$ cat src/rtl/dram_ctrl.sv
module dram_ctrl #(
  parameter int ADDR_W     = 8,
  parameter int DATA_W     = 8,
  parameter int T_RCD      = 2,
  parameter int T_CAS      = 2,
  parameter int T_RP       = 2,
  parameter int REF_PERIOD = 40
) (
  input  logic                clk,
  input  logic                rst_n,
  input  logic                req_valid,
  input  logic                req_we,
  input  logic [ADDR_W-1:0]   req_addr,
  input  logic [DATA_W-1:0]   req_wdata,
  output logic                req_ready,
  output logic                rsp_valid,
  output logic [DATA_W-1:0]   rsp_rdata,
  output logic [ADDR_W/2-1:0] dram_addr,
  output logic                dram_ras_n,
  output logic                dram_cas_n,
  output logic                dram_we_n,
  output logic [DATA_W-1:0]   dram_dq_out,
  input  logic [DATA_W-1:0]   dram_dq_in
);
  localparam int HALF  = ADDR_W / 2;
  localparam int RW    = $clog2(REF_PERIOD);
  localparam int T_REF = T_RCD + T_CAS;
  localparam int CW    = $clog2(T_RCD + T_CAS + T_RP + 1);

  typedef enum logic [2:0] {S_IDLE, S_ROW, S_COL, S_PRE, S_REF} st_t;

  st_t               st;
  logic [CW-1:0]     tmr;
  logic [ADDR_W-1:0] addr_q;
  logic [DATA_W-1:0] wdata_q;
  logic              we_q;
  logic [HALF-1:0]   ref_row;
  logic [RW-1:0]     ref_cnt;
  logic              ref_pend;

  always_ff @(posedge clk) begin
    if (!rst_n) begin
      st        <= S_IDLE;
      tmr       <= '0;
      addr_q    <= '0;
      wdata_q   <= '0;
      we_q      <= 1'b0;
      ref_row   <= '0;
      ref_cnt   <= '0;
      ref_pend  <= 1'b0;
      rsp_valid <= 1'b0;
      rsp_rdata <= '0;
    end else begin
      rsp_valid <= 1'b0;
      case (st)
        S_IDLE:
          if (ref_pend) begin
            st       <= S_REF;
            tmr      <= CW'(T_REF - 1);
            ref_pend <= 1'b0;
          end else if (req_valid) begin
            st      <= S_ROW;
            tmr     <= CW'(T_RCD - 1);
            addr_q  <= req_addr;
            wdata_q <= req_wdata;
            we_q    <= req_we;
          end
        S_ROW:
          if (tmr == '0) begin
            st  <= S_COL;
            tmr <= CW'(T_CAS - 1);
          end else tmr <= tmr - 1'b1;
        S_COL:
          if (tmr == '0) begin
            st  <= S_PRE;
            tmr <= CW'(T_RP - 1);
            if (!we_q) begin
              rsp_valid <= 1'b1;
              rsp_rdata <= dram_dq_in;
            end
          end else tmr <= tmr - 1'b1;
        S_REF:
          if (tmr == '0) begin
            st      <= S_PRE;
            tmr     <= CW'(T_RP - 1);
            ref_row <= ref_row + 1'b1;
          end else tmr <= tmr - 1'b1;
        S_PRE:
          if (tmr == '0) st <= S_IDLE;
          else tmr <= tmr - 1'b1;
        default: st <= S_IDLE;
      endcase
      if (ref_cnt == RW'(REF_PERIOD - 1)) begin
        ref_cnt  <= '0;
        ref_pend <= 1'b1;
      end else ref_cnt <= ref_cnt + 1'b1;
    end
  end

  assign req_ready   = (st == S_IDLE) && !ref_pend;
  assign dram_ras_n  = !(st == S_ROW || st == S_COL || st == S_REF);
  assign dram_cas_n  = (st != S_COL);
  assign dram_we_n   = !(st == S_COL && we_q);
  assign dram_dq_out = wdata_q;
  assign dram_addr   = (st == S_REF) ? ref_row :
                       (st == S_COL) ? addr_q[HALF-1:0] : addr_q[ADDR_W-1:HALF];

  logic [CW-1:0] ras_hi;
  always_ff @(posedge clk) begin
    if (!rst_n) ras_hi <= CW'(T_RP);
    else if (!dram_ras_n) ras_hi <= '0;
    else if (ras_hi < CW'(T_RP)) ras_hi <= ras_hi + 1'b1;
  end

  AST_PRECHARGE_GAP: assert property (@(posedge clk) disable iff (!rst_n)
    $fell(dram_ras_n) |-> ras_hi >= CW'(T_RP));
  AST_CAS_INSIDE_RAS: assert property (@(posedge clk) disable iff (!rst_n)
    $fell(dram_cas_n) |-> !dram_ras_n && $past(!dram_ras_n));
  AST_COL_HELD: assert property (@(posedge clk) disable iff (!rst_n)
    (!dram_cas_n && $past(!dram_cas_n)) |-> $stable(dram_addr));
  AST_REFRESH_QUIET: assert property (@(posedge clk) disable iff (!rst_n)
    (st == S_REF) |-> dram_cas_n && dram_we_n);
  AST_RSP_SINGLE: assert property (@(posedge clk) disable iff (!rst_n)
    rsp_valid |=> !rsp_valid);
  AST_READY_OFF_BUS: assert property (@(posedge clk) disable iff (!rst_n)
    req_ready |-> dram_ras_n && dram_cas_n);
  AST_REF_ROW_STEP: assert property (@(posedge clk) disable iff (!rst_n)
    ($past(st) == S_REF && st == S_PRE) |-> ref_row == $past(ref_row) + 1'b1);
endmodule

$ cat config.mk
export PLATFORM = sky130hd
export DESIGN_NAME = dram_ctrl
export DESIGN_NICKNAME = d
export VERILOG_FILES = /design/src/rtl/dram_ctrl.sv
export SDC_FILE = /design/constraint.sdc
export NUM_CORES = 1
export LEC_CHECK = 0
export ABC_AREA = 0
export BUFFER_PORTS_ARGS = -buffer_cell sky130_fd_sc_hd__buf_2
export CORE_MARGIN = 2
export CORE_UTILIZATION = 40
export CTS_CLUSTER_DIAMETER = 200
export DETAILED_ROUTE_END_ITERATION = 10
export PLACE_DENSITY = 0.6
export SYNTH_ARGS = -nofsm -noshare
export SYNTH_HDL_FRONTEND = slang
export SYNTH_SLANG_ARGS = --single-unit
$ cat constraint.sdc
create_clock -name clk -period 2.15 [get_ports clk]
set_input_delay 0.1075 -clock clk [delete_from_list [all_inputs] [get_ports clk]]
set_output_delay 0.1075 -clock clk [all_outputs]
set_load 0.05 [all_outputs]
==> results_dict.tcl <==
set metrics [dict create \
    grt_pass1_wl_um 6980 \
    synth_nets 269 \
    slew_viol_final 0 \
    cp_common_cell "a21oi_1" \
    cpPeakStageDelay_ns 0.33 \
    worstSkewPairLatency_ns 0.29 \
    dieArea_um2 5400 \
    pwr-share-clk_pct 24.4 \
    htree_levels 2 \
    finClkSkew_ns 0.00450 \
    critPathMaxFanout 22 \
    slowest_stage "dfxtp_1" \
    portBuffers 52 \
    ys_seq_elements 43 \
    power_density_nw_per_um2 871 \
    drt_pre_antenna_iters 4 \
    p_total_mw 2.02 \
    diodes 0 \
    setup_viol 0 \
    dp_hpwl_um 2780 \
    r2r-start "st[1]" \
    place_congestion 0.797 \
    startpoint_type "flop" \
    vias 1723 \
    std_cell_rows 25 \
    p_seq_share_pct 44.0 \
    worstPathCellList "buf_4 -> nor2_1 -> a21oi_1 -> o22ai_1 -> a21oi_1 -> buf_2" \
    swShare_pct 36.7 \
    wire_per_inst_um 12.0 \
    synth_area_leaders "dfxtp_1, a21oi_1, nor2_1" \
    routed_wl_um 4090 \
    design.core.area_um2 4690 \
    cp.arrival_ns 1.61 \
    syn_avg_cell_area_um2 8.15 \
    cp.required_ns 2.04 \
    worst-slew-pin-transition_ns 0.999 \
    comb_power_share_pct 31.7 \
    status "finished clean" \
    grt_overflow 0 \
    synth_area_um2 1930 \
    synth_edf_count 0 \
    finish.utilization_pct 49.5 \
    fillers 488 \
    grt_pass1_vias 1604 \
    max_clock_freq_mhz 583 \
    yosysWarnings 0 \
    cap_violations 0 \
    crit_start "st[0]" \
    mostFrequentLayoutCell "buf_2" \
    ant_nets 0 \
    cts_buffers 5 \
    maxSlewHeadroom_pct 33.0 \
    drive_above_1_share_pct 23.6 \
    worst-setup-path-type "reg -> out" \
    drt_iter0_drc 157 \
    min_period_over_period_pct 79.8 \
    cts-resized-gates 0 \
    die_w_um 73.5 \
    final_hold_viol_count 0 \
    grt_max_degree 36 \
    grt_setup_unrepaired "false" \
    io_pins 53 \
    hp-start "dram_dq_in[0]" \
    netlist.area_leader.share_pct 44.6 \
    syn2layout_area_growth_pct 20.3 \
    internal_power_mw 1.28 \
    cts_root_buf "clkbuf_8" \
    ys_seq_area_share_pct 44.6 \
    hold_path_class "in -> reg" \
    track_usage_pct 16.5 \
    clock_path_buffers 2 \
    layout.nets 319 \
    cts_tree "done" \
    synth_top_flop_cell "dfxtp_1" \
    vdd_drop_max_mv 0.422 \
    synthDistinctLibCells 42 \
    remaining_drc_errors 0 \
    setup_slack_ns 0.435 \
    p_sw_mw 0.743 \
    clock-sinks 43 \
    finalCriticalPeriod_ns 1.71 \
    dp_slack_ns 0.423 \
    die_h_um 73.5 \
    p_leak_nw 1.07 \
    setup_tns_ns 0 \
    cts_hold_buf 0 \
    synthArstFlopShare_pct 0 \
    synth_largest_area_cell "dfxtp_1" \
    post-cts-setup-buffers 0 \
    antenna_found_initial 0 \
    routed_via_density 5.04 \
    r2r_setup_slack_ns 0.44 \
    final_cell_mix "buf_2, dfxtp_1, nor2_1" \
    cts.clk_slew.worst_paths_ns 0.08 \
    crit_path_end_kind "primary output" \
    start_util_pct 41.1 \
    syn_inst 237 \
]
-- metrics by stage --
step | hold WS [ns] | cell area (um^2) | instances
after floorplan | 0.229 | 1940 | 237
after global placement | 0.335 | 2240 | 334
after detailed placement | 0.346 | 2240 | 334
after CTS | 0.0287 | 2320 | 342
after global routing | 0.0408 | 2320 | 342
final | 0.0387 | 2320 | 342
-- layer usage --
metal  global-route usage [%]  share of wire, %  vias up
met1                     21.5                49      777
met2                     24.8                45       37
met3                     5.49               5.2        5
met4                     7.07               1.7        0
met5                        0                 0        -
li1                         -                 -      904
-- synth_stat cells, drive strengths merged (2+ instances only) --
cell type   n
nor2       39
mux2i       9
dfxtp      43
ha          4
nor3        3
nand3b      2
o22ai       5
nand2b      2
inv         3
or3         3
nor4        2
nand4b      2
xor2        4
nand2      37
clkbuf      5
and3        2
nand3       4
o21ai       5
buf         9
xnor2       5
and2        2
a21oi      31
-- sequential cells by signal, summed over array words and instances (netlist names) --
| signal | flops |
|---|---|
| dram_dq_out | 8 |
| st | 3 |
| rsp_rdata | 8 |
| tmr | 3 |
| addr_q | 8 |
| rsp_valid | 1 |
| ref_cnt | 6 |
| we_q | 1 |
| ref_pend | 1 |
| ref_row | 4 |
-- logic make-up (layout without fill, tap and decap cells) --
family | Yosys count | count (layout) | synth area share [%]
compound gates | 49 | 49 | 14.7
simple gates | 104 | 104 | 24.6
fa+ha+maj | 4 | 4 | 2.59
flops | 43 | 43 | 44.6
buf+inv | 18 | 69 | 4.21
mux | 10 | 10 | 5.25
xor+xnor | 9 | 9 | 4.08
-- power groups by stage --
stage	registers, mW	logic (mW)	clock network, mW
6_report	0.889	0.641	0.493
5_1_grt	0.898	0.707	0.549
4_1_cts	0.890	0.648	0.515
3_5_place_dp	0.908	0.645	0
3_3_place_gp	0.907	0.642	0
2_1_floorplan	0.982	0.425	0
-- layout make-up --
cell class,instances,area [um^2],area share [%]
sequential,43,861,37.1
clock inverter,3,15.0,0.647
tap,54,67.6,2.91
timing repair buffer,57,298,12.8
clock buffer,5,68.8,2.96
multi-input combinational,176,997,42.9
inverter,4,15.0,0.647
-- worst max-delay path: cells and delay by family, from the launching register on --
| kind | cells | cell delay (ns) |
|---|---|---|
| buffers and inverters | 2 | 0.54 |
| AO/OA/AOI/OAI | 3 | 0.37 |
| flip-flops | 1 | 0.33 |
| AND/OR/NAND/NOR | 1 | 0.06 |
-- worst paths after layout --
check	end	cells after the start
worst min-delay path	rsp_rdata[0]	3
worst max register to register	rsp_rdata[4]	4
worst max-delay path	dram_addr[0]	6
worst min register to register	ref_cnt[0]	1
No activity file was read; power rests on OpenSTA's default activity.
